**src/rtl/irqc_pkg.sv**
```systemverilog
package irqc_pkg;
   localparam int unsigned BUS_W      = 32;
   localparam int unsigned WORD_BYTES = 4;

   // number of 32-bit words needed for one bit per source
   function automatic int unsigned words_for(input int unsigned nbits);
      return (nbits + BUS_W - 1) / BUS_W;
   endfunction
endpackage

```
**src/rtl/irqc_srcstate.sv**
```systemverilog
module irqc_srcstate #(
   parameter int unsigned NUM_SRC = 8
) (
   input  logic               clk,
   input  logic               rst_n,
   input  logic [NUM_SRC-1:0] src_req,
   input  logic [NUM_SRC-1:0] take,
   input  logic [NUM_SRC-1:0] done,
   output logic [NUM_SRC-1:0] pend_q,
   output logic [NUM_SRC-1:0] claim_q
);
   logic [NUM_SRC-1:0] pend_d;

   always_comb begin
      pend_d    = src_req & ~take;
      pend_d[0] = 1'b0;
   end

   always_ff @(posedge clk or negedge rst_n) begin
      if (!rst_n) begin
         pend_q  <= '0;
         claim_q <= '0;
      end else begin
         pend_q  <= pend_d;
         claim_q <= (claim_q & ~done) | take;
      end
   end
endmodule

```
**src/rtl/irqc_select.sv**
```systemverilog
module irqc_select #(
   parameter int unsigned NUM_SRC = 8,
   parameter int unsigned PRIO_W  = 3,
   localparam int unsigned ID_W   = $clog2(NUM_SRC)
) (
   input  logic [NUM_SRC-1:0]             cand,
   input  logic [NUM_SRC-1:0][PRIO_W-1:0] prio,
   input  logic [PRIO_W-1:0]              thr,
   output logic [ID_W-1:0]                win_id,
   output logic                           found
);
   logic [PRIO_W-1:0] best_p;

   // strict compare keeps the lowest-numbered source on a tie
   always_comb begin
      win_id = '0;
      best_p = thr;
      for (int s = 0; s < NUM_SRC; s++) begin
         if (s != 0 && cand[s] && prio[s] > best_p) begin
            win_id = ID_W'(s);
            best_p = prio[s];
         end
      end
      found = (win_id != '0);
   end
endmodule

```
**src/rtl/irqc_top.sv**
```systemverilog
module irqc_top
   import irqc_pkg::*;
#(
   parameter int unsigned NUM_SRC    = 8,
   parameter int unsigned NUM_CTX    = 2,
   parameter int unsigned PRIO_W     = 3,
   parameter int unsigned NUM_LEVELS = 7,
   parameter int unsigned ADDR_W     = 16,
   parameter int unsigned PEND_BASE  = 32'h1000,
   parameter int unsigned EN_BASE    = 32'h2000,
   parameter int unsigned EN_STRIDE  = 32'h80,
   parameter int unsigned CTX_BASE   = 32'h4000,
   parameter int unsigned CTX_STRIDE = 32'h1000
) (
   input  logic               clk,
   input  logic               rst_n,
   input  logic [NUM_SRC-1:0] src_req,
   input  logic               bus_wr,
   input  logic               bus_rd,
   input  logic [ADDR_W-1:0]  bus_addr,
   input  logic [31:0]        bus_wdata,
   output logic [31:0]        bus_rdata,
   output logic               bus_rvalid,
   output logic [NUM_CTX-1:0] ctx_irq
);
   localparam int unsigned ID_W  = $clog2(NUM_SRC);
   localparam int unsigned WORDS = words_for(NUM_SRC);
   localparam int unsigned PAD_W = WORDS * BUS_W;
   localparam int unsigned EN_SH = $clog2(EN_STRIDE);
   localparam int unsigned CX_SH = $clog2(CTX_STRIDE);
   localparam logic [ADDR_W-1:0] PRIO_END_A = ADDR_W'(WORD_BYTES * (NUM_SRC - 1));
   localparam logic [ADDR_W-1:0] PEND_A     = ADDR_W'(PEND_BASE);
   localparam logic [ADDR_W-1:0] PEND_LEN_A = ADDR_W'(WORD_BYTES * WORDS);
   localparam logic [ADDR_W-1:0] EN_A       = ADDR_W'(EN_BASE);
   localparam logic [ADDR_W-1:0] EN_LEN_A   = ADDR_W'(NUM_CTX * EN_STRIDE);
   localparam logic [ADDR_W-1:0] CX_A       = ADDR_W'(CTX_BASE);
   localparam logic [ADDR_W-1:0] CX_LEN_A   = ADDR_W'(NUM_CTX * CTX_STRIDE);

   // elaboration-time parameter checks
   if (NUM_SRC < 2 || NUM_SRC > 1024) begin : g_bad_src
      $error("irqc_top: NUM_SRC out of range");
   end
   if (NUM_CTX < 1 || NUM_CTX > 64) begin : g_bad_ctx
      $error("irqc_top: NUM_CTX out of range");
   end
   if (PRIO_W < 1 || NUM_LEVELS >= (1 << PRIO_W)) begin : g_bad_prio
      $error("irqc_top: NUM_LEVELS does not fit PRIO_W");
   end
   if ((EN_STRIDE & (EN_STRIDE - 1)) != 0 || EN_STRIDE < 8 ||
       EN_STRIDE < WORD_BYTES * WORDS) begin : g_bad_en
      $error("irqc_top: EN_STRIDE must be a power of two holding all words");
   end
   if ((CTX_STRIDE & (CTX_STRIDE - 1)) != 0 || CTX_STRIDE < 8) begin : g_bad_cx
      $error("irqc_top: CTX_STRIDE must be a power of two of at least 8");
   end
   if (CTX_BASE + NUM_CTX * CTX_STRIDE > (1 << ADDR_W) ||
       EN_BASE + NUM_CTX * EN_STRIDE > (1 << ADDR_W)) begin : g_bad_map
      $error("irqc_top: register map exceeds address space");
   end

   logic [NUM_SRC-1:0][PRIO_W-1:0] prio_q;
   logic [NUM_CTX-1:0][NUM_SRC-1:0] en_q;
   logic [NUM_CTX-1:0][PRIO_W-1:0]  thr_q;
   logic [NUM_CTX-1:0][ID_W-1:0]    win_id;
   logic [NUM_SRC-1:0] pend_q, claim_q, take, done;

   // address decode
   logic              aligned, hit_prio, hit_pend, hit_en, hit_cx, hit_thr, hit_clm;
   logic [ID_W-1:0]   prio_id;
   logic [ADDR_W-1:0] pd_off, en_off, cx_off;
   int                pd_word, en_ctx, en_word, cx_ctx, cx_reg;

   always_comb begin
      aligned  = (bus_addr[1:0] == 2'b00);
      hit_prio = aligned && (bus_addr < PRIO_END_A);
      prio_id  = ID_W'(bus_addr >> 2) + ID_W'(1);
      pd_off   = bus_addr - PEND_A;
      hit_pend = aligned && (bus_addr >= PEND_A) && (pd_off < PEND_LEN_A);
      pd_word  = int'(pd_off >> 2);
      en_off   = bus_addr - EN_A;
      en_ctx   = int'(en_off >> EN_SH);
      en_word  = int'(en_off[EN_SH-1:2]);
      hit_en   = aligned && (bus_addr >= EN_A) && (en_off < EN_LEN_A) && (en_word < int'(WORDS));
      cx_off   = bus_addr - CX_A;
      cx_ctx   = int'(cx_off >> CX_SH);
      cx_reg   = int'(cx_off[CX_SH-1:0]);
      hit_cx   = aligned && (bus_addr >= CX_A) && (cx_off < CX_LEN_A);
      hit_thr  = hit_cx && (cx_reg == 0);
      hit_clm  = hit_cx && (cx_reg == int'(WORD_BYTES));
   end

   // claim (read side effect) and completion (write) vectors
   always_comb begin
      take = '0;
      done = '0;
      for (int s = 1; s < NUM_SRC; s++) begin
         for (int c = 0; c < NUM_CTX; c++) begin
            if (bus_rd && hit_clm && cx_ctx == c && win_id[c] == ID_W'(s)) take[s] = 1'b1;
         end
         if (bus_wr && hit_clm && bus_wdata == 32'(s)) done[s] = 1'b1;
      end
   end

   irqc_srcstate #(.NUM_SRC(NUM_SRC)) u_state (
      .clk     (clk),
      .rst_n   (rst_n),
      .src_req (src_req),
      .take    (take),
      .done    (done),
      .pend_q  (pend_q),
      .claim_q (claim_q)
   );

   // configuration registers
   always_ff @(posedge clk or negedge rst_n) begin
      if (!rst_n) begin
         prio_q <= '0;
         en_q   <= '0;
         thr_q  <= '0;
      end else if (bus_wr) begin
         for (int s = 1; s < NUM_SRC; s++) begin
            if (hit_prio && prio_id == ID_W'(s)) prio_q[s] <= bus_wdata[PRIO_W-1:0];
         end
         for (int c = 0; c < NUM_CTX; c++) begin
            for (int s = 0; s < NUM_SRC; s++) begin
               if (hit_en && en_ctx == c && en_word == s / 32) en_q[c][s] <= bus_wdata[s % 32];
            end
            if (hit_thr && cx_ctx == c && bus_wdata <= 32'(NUM_LEVELS)) thr_q[c] <= bus_wdata[PRIO_W-1:0];
         end
      end
   end

   // per-context selection
   for (genvar c = 0; c < NUM_CTX; c++) begin : g_ctx
      irqc_select #(.NUM_SRC(NUM_SRC), .PRIO_W(PRIO_W)) u_sel (
         .cand   (pend_q & ~claim_q & en_q[c]),
         .prio   (prio_q),
         .thr    (thr_q[c]),
         .win_id (win_id[c]),
         .found  (ctx_irq[c])
      );
   end

   // read mux
   logic [31:0]      rdata_d;
   logic [PAD_W-1:0] pad;

   always_comb begin
      rdata_d = '0;
      pad     = '0;
      for (int s = 1; s < NUM_SRC; s++) begin
         if (hit_prio && prio_id == ID_W'(s)) rdata_d = 32'(prio_q[s]);
      end
      if (hit_pend) begin
         pad = PAD_W'(pend_q);
         for (int w = 0; w < WORDS; w++) begin
            if (pd_word == w) rdata_d = pad[w*32 +: 32];
         end
      end
      for (int c = 0; c < NUM_CTX; c++) begin
         if (hit_en && en_ctx == c) begin
            pad = PAD_W'(en_q[c]);
            for (int w = 0; w < WORDS; w++) begin
               if (en_word == w) rdata_d = pad[w*32 +: 32];
            end
         end
         if (hit_thr && cx_ctx == c) rdata_d = 32'(thr_q[c]);
         if (hit_clm && cx_ctx == c) rdata_d = 32'(win_id[c]);
      end
   end

   always_ff @(posedge clk or negedge rst_n) begin
      if (!rst_n) begin
         bus_rdata  <= '0;
         bus_rvalid <= 1'b0;
      end else begin
         bus_rvalid <= bus_rd;
         if (bus_rd) bus_rdata <= rdata_d;
      end
   end
endmodule

```
**config.mk**
```make
export PLATFORM = sky130hd
export DESIGN_NAME = irqc_top
export DESIGN_NICKNAME = d
export VERILOG_FILES = /design/src/rtl/irqc_pkg.sv /design/src/rtl/irqc_srcstate.sv /design/src/rtl/irqc_select.sv /design/src/rtl/irqc_top.sv
export SDC_FILE = /design/constraint.sdc
export NUM_CORES = 1
export LEC_CHECK = 0
export BUFFER_PORTS_ARGS = -buffer_cell sky130_fd_sc_hd__buf_2
export CAP_MARGIN = 20
export CELL_PAD_IN_SITES_DETAIL_PLACEMENT = 1
export CELL_PAD_IN_SITES_GLOBAL_PLACEMENT = 2
export CORE_AREA = 2 2 172 107
export CTS_BUF_LIST = sky130_fd_sc_hd__clkbuf_8
export DETAILED_ROUTE_END_ITERATION = 8
export DIE_AREA = 0 0 174 109
export GPL_TIMING_DRIVEN = 1
export PLACE_DENSITY_LB_ADDON = 0.3
export SLEW_MARGIN = 20
export SYNTH_ARGS = -nofsm -noshare
export SYNTH_HDL_FRONTEND = slang
export SYNTH_SLANG_ARGS = --single-unit
```
**constraint.sdc**
```tcl
create_clock -name clk -period 9.8 [get_ports clk]
set_input_delay 0 -clock clk [delete_from_list [all_inputs] [get_ports clk]]
set_output_delay 0 -clock clk [all_outputs]
set_load 0.1 [all_outputs]
```
* Yosys cells after proc, flatten, opt, wreduce, memory -nomap -nowiden
Index checks and enable logic that the tools add are counted.
** Cells by class
- Bitwise gates (word level) :: 9
- Multiplexer cells :: 64
- Reductions and logical operators :: 85
- $lt $le $gt $ge :: 23
- Equality and inequality tests :: 31
- Add/subtract/negate cells :: 4
** Operators with widths (number)
- $mux W32 :: 16
- $eq A32 B3 Y1 const B :: 4
- $logic_not A32 Y1 :: 4
- $mux W3 :: 25
- $logic_and A1 B1 Y1 :: 66
- $eq A32 B2 Y1 const B :: 2
- $gt A3 B3 Y1 :: 14
- $and A8 B8 Y8 :: 5
- $eq A3 B3 Y1 const B :: 12
- $eq A32 B1 Y1 const B :: 1
- $le A32 B3 Y1 const B :: 1
- $not A8 Y8 :: 3
- $mux W1 :: 23
- $reduce_and A2 Y1 :: 11
- $eq A3 B2 Y1 const B :: 6
- $ge A16 B13 Y1 const B :: 1
- $ge A16 B14 Y1 const B :: 1
- $ge A16 B15 Y1 const B :: 1
- $lt A16 B14 Y1 const B :: 1
- $lt A16 B3 Y1 const B :: 1
- $lt A16 B5 Y1 const B :: 1
- $lt A16 B9 Y1 const B :: 1
- $sub A16 B13 Y16 const B :: 1
- $sub A16 B14 Y16 const B :: 1
- other kinds (11) :: 14
** Word-level totals
- Logic and storage cells :: 231
- Register bits after elaboration :: 91

* Logic depth before layout (Yosys ltp)
- Depth in word-level cells :: 29
- Depth in mapped cells :: 51
- Depth with buffers taken out :: 49

* Cells and area by module
A second synthesis with hierarchy kept.
** Unflattened totals
- Cells, all modules :: 672
- Area total of the unflattened synthesis :: 5985.7 um2
** By module, submodules not included
- irqc_top :: instances 1, cells an instance 346, area an instance 3468.3 um2
- irqc_select :: instances 2, cells an instance 143, area an instance 998.5 um2
- irqc_srcstate :: instances 1, cells an instance 40, area an instance 520.5 um2

* Worst setup path before layout
Ideal clock, no wire load.
- Path type :: register -> register
- Start :: register prio_q[5] (netlist bit)
- End :: register u_state.pend_q[1]
- Required time :: 9.681 ns
- Arrival time :: 9.355 ns
- Path slack :: 0.326 ns
- Cell stages (with the launch flop) :: 47
- Cell sequence :: dfrtp_1 ha_1 and3_4 a211oi_2 mux2_2 ha_1 nor2_1 a22oi_1 a211o_1 mux2_2 ha_1 nor2_1 nand2_1 a221oi_1 nor2_1 mux2_2 ha_1 nor2_1 (+11 left out) a211o_1 buf_6 a21o_1 o21ai_0 ha_1 nor2b_1 o21ai_0 nand2b_1 nand4_1 mux2_2 ha_1 nor2b_1 o21a_1 o2111ai_1 nand3_1 a2111oi_0 a32oi_1 and2_1
** Between the ends
- Word-level cells in the longest chain between the ends :: 27
- Elaborated cells between the ends (all ways) :: 62
- Those cells by class :: order compare (14); eq/ne (2); mux (28); bitwise (2); reduce/logical (16)
** Ends and longest elaborated chain
- from (decl) :: RTL line irqc_top.sv:61 : logic [NUM_SRC-1:0][PRIO_W-1:0] prio_q;
- from (signal, indexed assignment) :: RTL line irqc_top.sv:122 : if (hit_prio && prio_id == ID_W'(s)) prio_q[s] <= bus_wdata[PRIO_W-1:0];
- $gt A3 B3 Y1 :: RTL line irqc_select.sv:19 : if (s != 0 && cand[s] && prio[s] > best_p) begin
- $logic_and A1 B1 Y1 :: RTL line irqc_select.sv:19
- $mux W3 :: RTL line irqc_select.sv:19
- $gt A3 B3 Y1 :: RTL line irqc_select.sv:19
- $logic_and A1 B1 Y1 :: RTL line irqc_select.sv:19
- $mux W3 :: RTL line irqc_select.sv:19
- $gt A3 B3 Y1 :: RTL line irqc_select.sv:19
- $logic_and A1 B1 Y1 :: RTL line irqc_select.sv:19
- (+12 left out)
- $mux W3 :: RTL line irqc_select.sv:19
- $eq A3 B1 Y1 :: RTL line irqc_top.sv:98 : if (bus_rd && hit_clm && cx_ctx == c && win_id[c] == ID_W'(s)) take[s] = 1'b1;
- $logic_and A1 B1 Y1 :: RTL line irqc_top.sv:98
- $mux W1 :: RTL line irqc_top.sv:98
- $mux W1 (*) :: RTL line irqc_top.sv:98
- $not A8 Y8 (*) :: RTL line irqc_srcstate.sv:15 : pend_d = src_req & ~take;
- $and A8 B8 Y8 (*) :: RTL line irqc_srcstate.sv:15
- named net u_state.pend_d[1] :: RTL line irqc_srcstate.sv:12 : logic [NUM_SRC-1:0] pend_d;
- to (signal assigned) :: RTL line irqc_srcstate.sv:24 : pend_q <= pend_d;
- to (decl) :: RTL line irqc_srcstate.sv:9 : output logic [NUM_SRC-1:0] pend_q,
The timed path passes the listed nets; every way through them passes the cells marked *.
A chain may end at the register's enable or synchronous reset.

* Worst setup path in the final report
- Start :: register prio_q[5] (netlist bit)
- End :: output ctx_irq[1]
** Between the ends
- Word-level cells in the longest chain between the ends :: 22
- Elaborated cells between the ends (all ways) :: 28
- Those cells by class :: order compare (7); mux (13); reduce/logical (8)
** Ends and longest elaborated chain
- $gt A3 B3 Y1 :: RTL line irqc_select.sv:19
- $logic_and A1 B1 Y1 :: RTL line irqc_select.sv:19
- $mux W3 :: RTL line irqc_select.sv:19
- $gt A3 B3 Y1 :: RTL line irqc_select.sv:19
- $logic_and A1 B1 Y1 :: RTL line irqc_select.sv:19
- $mux W3 :: RTL line irqc_select.sv:19
- $gt A3 B3 Y1 :: RTL line irqc_select.sv:19
- $logic_and A1 B1 Y1 :: RTL line irqc_select.sv:19
- (+6 left out)
- $mux W3 :: RTL line irqc_select.sv:19
- $gt A3 B3 Y1 :: RTL line irqc_select.sv:19
- $logic_and A1 B1 Y1 :: RTL line irqc_select.sv:19
- $mux W3 :: RTL line irqc_select.sv:19
- $gt A3 B3 Y1 :: RTL line irqc_select.sv:19
- $logic_and A1 B1 Y1 :: RTL line irqc_select.sv:19
- $mux W3 (*) :: RTL line irqc_select.sv:19
- $reduce_bool A3 Y1 (*) :: RTL line irqc_select.sv:24 : found = (win_id != '0);
- to (decl) :: RTL line irqc_top.sv:24 : output logic [NUM_CTX-1:0] ctx_irq
Mark *: on every way between the ends. The rest lies on a longest branch, timed or not.

==> impl_results.md <==
* Final Hold Viols at 0
* Routed wire length at 23100 um
* Sequential cell area at 1650 sq um
* CTS max path bufs at 2
* P per Cell Area at 87.4 nW/um^2
* Synth Flop Type: dfrtp_1
* Top post-synthesis cells by area: dfrtp_1 30%, mux2_2 8.4%, ha_1 6.6%
* Vias in the first global route at 5720
* Count of buffers from port buffering at 69
* Post-place instance area at 6320 sq um
* Post-synthesis adder-cell area fraction at 0.0698
* P_leak at 3.34 nW
* Layout cells sized above 1 at 0.341
* Max FO, Critical Path at 4
* Worst EP required at 9800 ps
* # IOs at 95
* Sequential area share after synthesis at 0.301
* Slew @ Worst Pin at 950 ps
* HP Class: in -> reg
* Total number of vias at 5790
* All-Layer GR Usage at 0.239
* Critical path's slowest cell: dfrtp_2
* Die area at 19000 sq um
* Area Overhead vs Synth at 32.2%
* Clock-pin slew on the worst setup and hold paths at 80 ps
* Die H at 109 um
* CP peak stage delay at 460 ps
* Clock Skew at 13.3 ps
* Synth Area in XOR/XNOR at 0.00319
* RD Place Congestion at 0.917
* Starting Density at 0.313
* Critical path class: reg -> out
* Outcome: completed
* Final instance area at 7250 sq um
* Core area at 17500 sq um
* Post-synthesis cell type with the largest combined area: dfrtp_1
* H-tree Lvls at 3
* Tcrit/Tclk final at 0.956
* Mean Syn Cell Area at 8.74 sq um
* MaxCap Viol Count at 0
* CTS Buf Count at 9
* GRT overflow at 0
* Fill cells at 2095
* Footprint of the multi-input gates at 3880 sq um
* Syn Inst Count at 627
* Drt pass-1 iters at 7
* List of most frequent post-synthesis cells: 66 x dfrtp_1, 49 x nand2_1, 41 x mux2_2, 36 x nor2_1, 36 x o21ai_0
* Count leader, synth: dfrtp_1
* Mapped cell area at 5480 sq um
* Die X at 174 um
* FP Rows at 38
* # DRC at 0
* Main combinational cell family by area after synthesis: simple AND/OR/NAND/NOR gates
* Crit path time final at 9360 ps
* Post-synth cell types at 69
* CTS tree: done
* Mux cell area share after synthesis at 0.102
* Crit end category: output port
* Finish-stage setup viols at 0
* #FFs+latches synth at 66
* HPWL Detailed at 18100 um
* Clk sink count at 66
* Number of synthesized flops with an enable pin at 0
* Synth Area in Simple Gates at 0.244
* Post-route ant nets at 0
* Compound-cell area share of the yosys netlist at 0.207
* Initial antenna violation count at 3
* First-pass GRT wire length at 33900 um
* Startpoint class of the critical path: flip-flop
* WL per Instance at 22.7 um
* Peak Freq at 0.107 GHz
* Nets@finish at 859
* Async set or reset register ratio after synthesis at 1.00
* Largest net degree at the start of global routing at 67
* Root Buffer: clkbuf_8
* Share of the synthesized area in the top cell type at 0.301
* Clock Latency Late Sink at 360 ps
* 1st-iter DRT viols at 463
* Setup TNS at 0 ps
* CP arrival at 9360 ps
* Routed vias/inst at 5.69
* Number of synthesis warnings at 0
* Peak VDD IR at 58.4 uV
* Final Slew Violations at 0
* Slew Limit Headroom at 0.361
==> flip-flops by register name (all words and copies together), names as in the netlist <==
name             cells
en_q                16
u_state.claim_q      7
u_state.pend_q       7
bus_rdata            8
bus_rvalid           1
prio_q              21
thr_q                6
==> stage by stage <==
| step | total power (W) | setup slack [ps] | hold WS, ps | instances | utilization |
|---|---|---|---|---|---|
| 2_1_floorplan | 0.000344 | 326 | -296 | 650 | - |
| 3_3_place_gp | 0.000364 | -458 | 219 | 965 | 0.361 |
| 3_5_place_dp | 0.000365 | -635 | 219 | 965 | 0.361 |
| 4_1_cts | 0.000637 | 11.7 | 69.6 | 998 | 0.390 |
| 5_1_grt | 0.000652 | -38.0 | 110 | 1015 | 0.414 |
| 6_report | 0.000633 | 435 | 90.5 | 1017 | 0.414 |
==> layer usage <==
metal / GRT usage / routed length (um) / share of wire / up-vias
li1: - / - / - / 2608
met1: 0.369 / 11500 / 0.50 / 2930
met2: 0.348 / 9660 / 0.42 / 235
met3: 0.0474 / 1840 / 0.080 / 17
met4: 0.0336 / 148 / 0.0064 / 0
met5: 0 / 0 / 0 / -
==> cell families (layout without fill, tap and decap cells) <==
family	count (synthesis)	in the layout
AOI/OAI and AO/OA	161	161
xor gates and xnor gates	2	2
adders and majority gates	31	31
buffers and inverters	76	201
DFF	66	66
muxes	47	47
other	1	26
and+or+nand+nor	243	243
==> placed cells by master (no fill, tap or decap), drive strengths merged, types with 19 or more instances in the layout <==
| master | instances |
|---|---|
| nand3 | 24 |
| a21oi | 21 |
| conb | 24 |
| o21ai | 38 |
| mux2 | 41 |
| dfrtp | 66 |
| ha | 29 |
| nand2 | 49 |
| inv | 32 |
| nor2b | 19 |
| buf | 142 |
| nor2 | 36 |
==> final timing paths <==
| check | startpoint | endpoint | slack [ps] | cells past startpoint |
|---|---|---|---|---|
| worst max register to register | prio_q[5] | u_state.pend_q[1] | 440 | 47 |
| worst min-delay path | bus_wdata[2] | thr_q[5] | 90 | 3 |
| worst min register to register | u_state.claim_q[4] | u_state.claim_q[4] | 510 | 2 |
| min in group asynchronous | rst_n | bus_rdata[2] | 340 | 3 |
| max in group asynchronous | rst_n | en_q[4] | 8810 | 3 |
| worst max-delay path | prio_q[5] | ctx_irq[1] | 440 | 46 |
==> critical path: cells and delay by family (launching register included) <==
family	cells	cell delay, ps
flops	1	460
compound gates	14	2700
mux	4	1400
simple gates	18	2020
buf+inv	3	550
fa+ha+maj	7	1830
==> cell type report <==
| cell class | instances | area share |
|---|---|---|
| Clock inverter | 7 | 0.0136 |
| Sequential cell | 66 | 0.228 |
| Tap cell | 240 | 0.0414 |
| Inverter | 29 | 0.0150 |
| Antenna cell | 2 | 0.000691 |
| Timing Repair Buffer | 156 | 0.148 |
| Clock buffer | 9 | 0.0171 |
| Multi-Input combinational cell | 508 | 0.535 |
==> power breakdown <==
group          switching (W)  total (W)  internal (W)  leakage, nW
registers         0.00000141   0.000275      0.000274        0.869
logic              0.0000716  0.0000899     0.0000183         2.36
clock network       0.000122   0.000268      0.000145        0.111
==> what timing repair did <==
| action | 4_1_cts | 5_1_grt |
|---|---|---|
| cloned | 0 | 0 |
| gates resized for setup | 23 | 63 |
| hold endpoints to repair | 84 | 0 |
| hold buffers | 14 | 0 |
| pin swaps | 2 | 29 |
| buffers inserted | 3 | 17 |
| setup endpoints to repair | 19 | 19 |
Power figures use the tool's default switching activity.
